==> config.mk <==
export PLATFORM = sky130hd
export DESIGN_NAME = wave_seq
export DESIGN_NICKNAME = d
export VERILOG_FILES = /design/src/rtl/wave_seq_pkg.sv /design/src/rtl/wave_seq_regs.sv /design/src/rtl/wave_seq_tick.sv /design/src/rtl/wave_seq_fsm.sv /design/src/rtl/wave_seq.sv
export SDC_FILE = /design/constraint.sdc
export NUM_CORES = 1
export LEC_CHECK = 0
export ABC_AREA = 0
export BUFFER_PORTS_ARGS = -buffer_cell sky130_fd_sc_hd__buf_2
export CORE_AREA = 2 2 100 102
export DETAILED_ROUTE_END_ITERATION = 8
export DIE_AREA = 0 0 102 104
export PLACE_DENSITY = 0.83
export SLEW_MARGIN = 40
export SYNTH_ARGS = -nofsm -noshare
export SYNTH_HDL_FRONTEND = slang
export SYNTH_SLANG_ARGS = --single-unit
export TNS_END_PERCENT = 100
==> constraint.sdc <==
create_clock -name clk_i -period 10.05 [get_ports clk_i]
set_input_delay 2.01 -clock clk_i [delete_from_list [all_inputs] [get_ports clk_i]]
set_output_delay 2.01 -clock clk_i [all_outputs]
set_load 0.05 [all_outputs]
==> src/rtl/wave_seq_pkg.sv <==
package wave_seq_pkg;
  localparam int unsigned SLOT_W = 8;
  localparam int unsigned ID_W   = 7;

  typedef enum logic [1:0] {
    ST_IDLE,
    ST_FETCH,
    ST_PLAY,
    ST_WAIT
  } seq_state_e;
endpackage

==> src/rtl/wave_seq_regs.sv <==
module wave_seq_regs
  import wave_seq_pkg::*;
#(
  parameter int unsigned NUM_SLOTS = 8,
  parameter int unsigned ADDR_W    = 4,
  parameter int unsigned SLOT_BASE = 4
) (
  input  logic                               clk_i,
  input  logic                               rst_ni,
  input  logic                               wr_en_i,
  input  logic [ADDR_W-1:0]                  wr_addr_i,
  input  logic [SLOT_W-1:0]                  wr_data_i,
  input  logic [ADDR_W-1:0]                  rd_addr_i,
  input  logic                               busy_i,
  output logic [SLOT_W-1:0]                  rd_data_o,
  output logic [NUM_SLOTS-1:0][SLOT_W-1:0]   slots_o,
  output logic                               start_o,
  output logic                               abort_o
);
  localparam int unsigned GO_ADDR = SLOT_BASE + NUM_SLOTS;

  logic go_hit;
  assign go_hit  = wr_en_i && (wr_addr_i == ADDR_W'(GO_ADDR));
  assign start_o = go_hit && wr_data_i[0] && !busy_i;
  assign abort_o = go_hit && !wr_data_i[0] && busy_i;

  for (genvar g = 0; g < NUM_SLOTS; g++) begin : g_slot
    logic hit;
    assign hit = wr_en_i && (wr_addr_i == ADDR_W'(SLOT_BASE + g));
    always_ff @(posedge clk_i or negedge rst_ni) begin
      if (!rst_ni)  slots_o[g] <= '0;
      else if (hit) slots_o[g] <= wr_data_i;
    end
  end

  always_comb begin
    rd_data_o = '0;
    for (int i = 0; i < NUM_SLOTS; i++) begin
      if (rd_addr_i == ADDR_W'(SLOT_BASE + i)) rd_data_o = slots_o[i];
    end
    if (rd_addr_i == ADDR_W'(GO_ADDR)) rd_data_o = {{(SLOT_W-1){1'b0}}, busy_i};
  end
endmodule

==> src/rtl/wave_seq_tick.sv <==
module wave_seq_tick #(
  parameter int unsigned CLK_PER_MS = 250000
) (
  input  logic clk_i,
  input  logic rst_ni,
  input  logic clr_i,
  output logic tick_o
);
  localparam int unsigned CW = (CLK_PER_MS > 1) ? $clog2(CLK_PER_MS) : 1;

  logic [CW-1:0] cnt_q;

  assign tick_o = (cnt_q == CW'(CLK_PER_MS - 1));

  always_ff @(posedge clk_i or negedge rst_ni) begin
    if (!rst_ni)          cnt_q <= '0;
    else if (clr_i)       cnt_q <= '0;
    else if (tick_o)      cnt_q <= '0;
    else                  cnt_q <= cnt_q + CW'(1);
  end
endmodule

==> src/rtl/wave_seq_fsm.sv <==
module wave_seq_fsm
  import wave_seq_pkg::*;
#(
  parameter int unsigned NUM_SLOTS      = 8,
  parameter int unsigned TICKS_PER_UNIT = 10
) (
  input  logic                              clk_i,
  input  logic                              rst_ni,
  input  logic [NUM_SLOTS-1:0][SLOT_W-1:0]  slots_i,
  input  logic                              start_i,
  input  logic                              abort_i,
  input  logic                              tick_i,
  input  logic                              play_done_i,
  output logic                              tick_clr_o,
  output logic                              play_req_o,
  output logic [ID_W-1:0]                   play_id_o,
  output logic                              busy_o
);
  localparam int unsigned IDX_W    = (NUM_SLOTS > 1) ? $clog2(NUM_SLOTS) : 1;
  localparam int unsigned MAX_WAIT = ((1 << ID_W) - 1) * TICKS_PER_UNIT;
  localparam int unsigned CNT_W    = $clog2(MAX_WAIT + 1);
  localparam logic [IDX_W-1:0] LAST = IDX_W'(NUM_SLOTS - 1);

  seq_state_e        state_q, state_d;
  logic [IDX_W-1:0]  idx_q, idx_d;
  logic [ID_W-1:0]   id_q, id_d;
  logic [CNT_W-1:0]  cnt_q, cnt_d;
  logic [SLOT_W-1:0] cur;
  logic              is_last;

  assign cur     = slots_i[idx_q];
  assign is_last = (idx_q == LAST);

  always_comb begin
    state_d    = state_q;
    idx_d      = idx_q;
    id_d       = id_q;
    cnt_d      = cnt_q;
    tick_clr_o = 1'b0;
    unique case (state_q)
      ST_IDLE: begin
        if (start_i) begin
          state_d = ST_FETCH;
          idx_d   = '0;
        end
      end
      ST_FETCH: begin
        if (cur == '0) begin
          state_d = ST_IDLE;
        end else if (cur[SLOT_W-1]) begin
          if (cur[ID_W-1:0] == '0) begin
            // zero-length pause: step on
            if (is_last) state_d = ST_IDLE;
            else         idx_d   = idx_q + IDX_W'(1);
          end else begin
            cnt_d      = CNT_W'(cur[ID_W-1:0]) * CNT_W'(TICKS_PER_UNIT);
            tick_clr_o = 1'b1;
            state_d    = ST_WAIT;
          end
        end else begin
          id_d    = cur[ID_W-1:0];
          state_d = ST_PLAY;
        end
      end
      ST_PLAY: begin
        if (play_done_i) begin
          if (is_last) state_d = ST_IDLE;
          else begin
            idx_d   = idx_q + IDX_W'(1);
            state_d = ST_FETCH;
          end
        end
      end
      ST_WAIT: begin
        if (tick_i) begin
          if (cnt_q == CNT_W'(1)) begin
            if (is_last) state_d = ST_IDLE;
            else begin
              idx_d   = idx_q + IDX_W'(1);
              state_d = ST_FETCH;
            end
          end else begin
            cnt_d = cnt_q - CNT_W'(1);
          end
        end
      end
      default: state_d = ST_IDLE;
    endcase
    if (abort_i) state_d = ST_IDLE;
  end

  always_ff @(posedge clk_i or negedge rst_ni) begin
    if (!rst_ni) begin
      state_q <= ST_IDLE;
      idx_q   <= '0;
      id_q    <= '0;
      cnt_q   <= '0;
    end else begin
      state_q <= state_d;
      idx_q   <= idx_d;
      id_q    <= id_d;
      cnt_q   <= cnt_d;
    end
  end

  assign play_req_o = (state_q == ST_PLAY);
  assign play_id_o  = id_q;
  assign busy_o     = (state_q != ST_IDLE);
endmodule

==> src/rtl/wave_seq.sv <==
module wave_seq
  import wave_seq_pkg::*;
#(
  parameter int unsigned NUM_SLOTS      = 8,
  parameter int unsigned ADDR_W         = 4,
  parameter int unsigned SLOT_BASE      = 4,
  parameter int unsigned CLK_PER_MS     = 250000,
  parameter int unsigned TICKS_PER_UNIT = 10
) (
  input  logic              clk_i,
  input  logic              rst_ni,
  input  logic              wr_en_i,
  input  logic [ADDR_W-1:0] wr_addr_i,
  input  logic [7:0]        wr_data_i,
  input  logic [ADDR_W-1:0] rd_addr_i,
  output logic [7:0]        rd_data_o,
  output logic              play_req_o,
  output logic [6:0]        play_id_o,
  input  logic              play_done_i
);
  logic [NUM_SLOTS-1:0][SLOT_W-1:0] slots;
  logic start, abort, busy, tick, tick_clr;

  wave_seq_regs #(
    .NUM_SLOTS (NUM_SLOTS),
    .ADDR_W    (ADDR_W),
    .SLOT_BASE (SLOT_BASE)
  ) i_regs (
    .clk_i     (clk_i),
    .rst_ni    (rst_ni),
    .wr_en_i   (wr_en_i),
    .wr_addr_i (wr_addr_i),
    .wr_data_i (wr_data_i),
    .rd_addr_i (rd_addr_i),
    .busy_i    (busy),
    .rd_data_o (rd_data_o),
    .slots_o   (slots),
    .start_o   (start),
    .abort_o   (abort)
  );

  wave_seq_tick #(
    .CLK_PER_MS (CLK_PER_MS)
  ) i_tick (
    .clk_i  (clk_i),
    .rst_ni (rst_ni),
    .clr_i  (tick_clr),
    .tick_o (tick)
  );

  wave_seq_fsm #(
    .NUM_SLOTS      (NUM_SLOTS),
    .TICKS_PER_UNIT (TICKS_PER_UNIT)
  ) i_fsm (
    .clk_i       (clk_i),
    .rst_ni      (rst_ni),
    .slots_i     (slots),
    .start_i     (start),
    .abort_i     (abort),
    .tick_i      (tick),
    .play_done_i (play_done_i),
    .tick_clr_o  (tick_clr),
    .play_req_o  (play_req_o),
    .play_id_o   (play_id_o),
    .busy_o      (busy)
  );
endmodule

==> reports/metrics.cfg <==
[floorplanning]
die_w_um=102
fp.dieArea_um2=10610
initial_utilization_pct=63.19
die_y_um=104
coreArea_um2=9549
ios=36
rows=36

[critical_path]
worstPathMaxFanout=11
required_ns=8.04
path_class=in2out
r2r_start=i_fsm.idx_q[1]
cp.arrival_ns=3.75
crit_start=rd_addr_i[3]
start_kind=primary input
crit_path_end_kind=output pin

[drt]
post_drt_via_cell_ratio=6.277
wl_per_cell_um=19.60
drt-met1-wl_um=5617
num_vias=4306
drt-total-wl_um=13440
wl_met2_um=6697
drtIter0Drc=267
ant_nets=0
met3_wirelength_um=811
drcViolationCount=0
drtPass1Iterations=5
top_layer=met4

[finish]
fin_nets=584
syn2layout_area_growth_pct=7.651
n_antenna_cell=0
fill_cells=731
fin_cells=686
layout.cells.most_common=dfrtp_1
layout_common_cells=dfrtp_1, mux2_2, nand2_1, buf_2, nor2_1
final_layout_size_suffix_gt1_share_pct=29.66

[placement]
place_congestion=0.9116
place_ws_ns=4.322
placement.io_buffers=35
dp_cells=670
place_hpwl_um=9638

[grt]
grt_max_degree=76
grt-ovfl-total=0
grt_pass1_wl_um=22460
grt_pass1_vias=4400
grt_use_total_pct=27.31
antenna_found_initial=0

[synth]
synth_edf_count=0
synth_nets=560
synth_warnings=0
postSynth.topFlopCell=dfrtp_1
yosysSeqAreaShare_pct=43.54
avgSynthCellArea_um2=11.52
synthArstFlopShare_pct=100.0
syn_inst=524
yosysUniqueCellTypes=54
synth_area_um2=6035
ys_ff_latch=105

[timing]
post-route-min-period_ns=5.764
setup_viol=0
final_max_slew_viol_count=0
hold_viol_final=0
finalClockSkew_ns=0.01236
rsz0062_at_grt=false
relSlewSlack_pct=50.11
setup_tns_ns=0
fin_ws_ns=4.286
tightest_slew_ns=0.7415
fin_crit_sh_pct=57.36
max_freq_ghz=0.1735

[hold_path]
worstHoldStart=i_tick.cnt_q[0]
worstHoldPathType=reg2reg

[clock_tree]
cts-root-buf=clkbuf_8
clk_pin_slew_ns=0.10
cts_setup_buffers=0
cts.sinks=105
htree_num_levels=3
cts_tree=built
hold_buffers=0
cts-resized-gates=0
cts.path.max_buffers=2
cts_made_buffers=9
clock_latency_ns=0.38

[flow_run]
cap_viol_max_count=0

[power_and_ir_drop]
power.density_nw_per_um2=267.9
ir_drop_uv=140.6
p_leak_nw=2.867

[outcome]
status=finished, final reports clean

## registers in the layout (all words and copies together), names as in the netlist
| name | flops |
|---|---|
| i_fsm.idx_q | 3 |
| i_regs.slots_o | 64 |
| i_fsm.cnt_q | 11 |
| i_fsm.play_id_o | 7 |
| i_tick.cnt_q | 18 |
| i_fsm.state_q | 2 |
## worst max-delay path: stages
cell and delay (ns):
buf_2 0.16, nor2b_1 0.44, and3_1 0.35, a222oi_1 0.15
nand2_1 0.10, o21ai_0 0.09, a22oi_1 0.16, buf_2 0.29
## synthesized netlist by cell type, types with 3 or more instances
cell type  number  share of area (%)
a21o_1          3               0.37
a21oi_1         9               0.75
a222oi_1        6                1.0
a22oi_1         7               0.87
a31oi_1         3               0.31
a32o_1          5               0.83
and3_1          9               0.93
buf_1           5               0.31
buf_2           5               0.41
clkbuf_1       12               0.75
dfrtp_1       105                 44
ha_1           15                3.1
inv_1           6               0.37
mux2_1         14                2.6
mux2_2         81                 15
mux2i_1        12                2.0
mux4_2         17                6.3
nand2_1        34                2.1
nand2b_1        9               0.93
nand3_1        15                1.2
nand3b_1        4               0.50
nand4_1         7               0.73
nor2_1         37                2.3
nor2b_1         4               0.41
nor3_1          8               0.66
nor4_1          4               0.41
o21ai_0        26                2.2
o2bb2ai_1       7                1.0
or2_1           5               0.52
or3_1           3               0.31
xnor2_1         5               0.73
xor2_1         14                2.0
## layer usage
| layer | vias up | GRT usage [%] |
|---|---|---|
| met4 | 0 | 8.952 |
| li1 | 2004 | - |
| met3 | 30 | 5.040 |
| met5 | - | 0 |
| met1 | 2113 | 36.74 |
| met2 | 159 | 44.69 |
## cell families (layout without fill, tap and decap cells)
family | Yosys count | in the layout | synth area share, %
simple gates | 150 | 150 | 12.52
mux | 124 | 124 | 26.06
xor+xnor | 19 | 19 | 2.758
compound gates | 80 | 80 | 9.579
buf+inv | 30 | 59 | 2.094
fa+ha+maj | 16 | 16 | 3.442
flops | 105 | 105 | 43.54
## through the flow
step / utilization (%) / hold WS (ns) / instance area (um2) / power (mW)
2_1_floorplan: - / 0.4547 / 6035 / 1.281
3_3_place_gp: 65.83 / 0.4669 / 6286 / 1.448
3_5_place_dp: 66.04 / 0.4701 / 6306 / 1.482
4_1_cts: 67.98 / 0.4932 / 6491 / 1.741
5_1_grt: 68.03 / 0.5087 / 6496 / 1.858
6_report: 68.03 / 0.4882 / 6496 / 1.740
## cell type report
cell class	instances	area (um2)	share of cell area (%)
timing repair buffer	36	188.9	2.908
clock buffer	11	141.4	2.176
inverter	7	26.28	0.4045
sequential	105	2630	40.49
clock inverter	5	43.79	0.6741
multi-input combinational	389	3299	50.79
tap	133	166.4	2.562
## path summary, 6_finish.rpt
| kind | to | slack, ns | cells past startpoint |
|---|---|---|---|
| worst max register to register | i_fsm.cnt_q[10] | 6.29 | 11 |
| worst min-delay path | i_tick.cnt_q[0] | 0.49 | 1 |
| worst min register to register | i_tick.cnt_q[0] | 0.49 | 1 |
| max in group asynchronous | i_fsm.idx_q[0] | 7.49 | 2 |
| min in group asynchronous | i_tick.cnt_q[7] | 1.55 | 1 |
| worst max-delay path | rd_data_o[6] | 4.29 | 8 |
## power breakdown
group	leakage, nW	internal, mW	switching (mW)
registers	1.30	0.535	0.145
clock network	0.0885	0.101	0.150
logic	1.47	0.377	0.434
No activity file was read; power rests on OpenSTA's default activity.
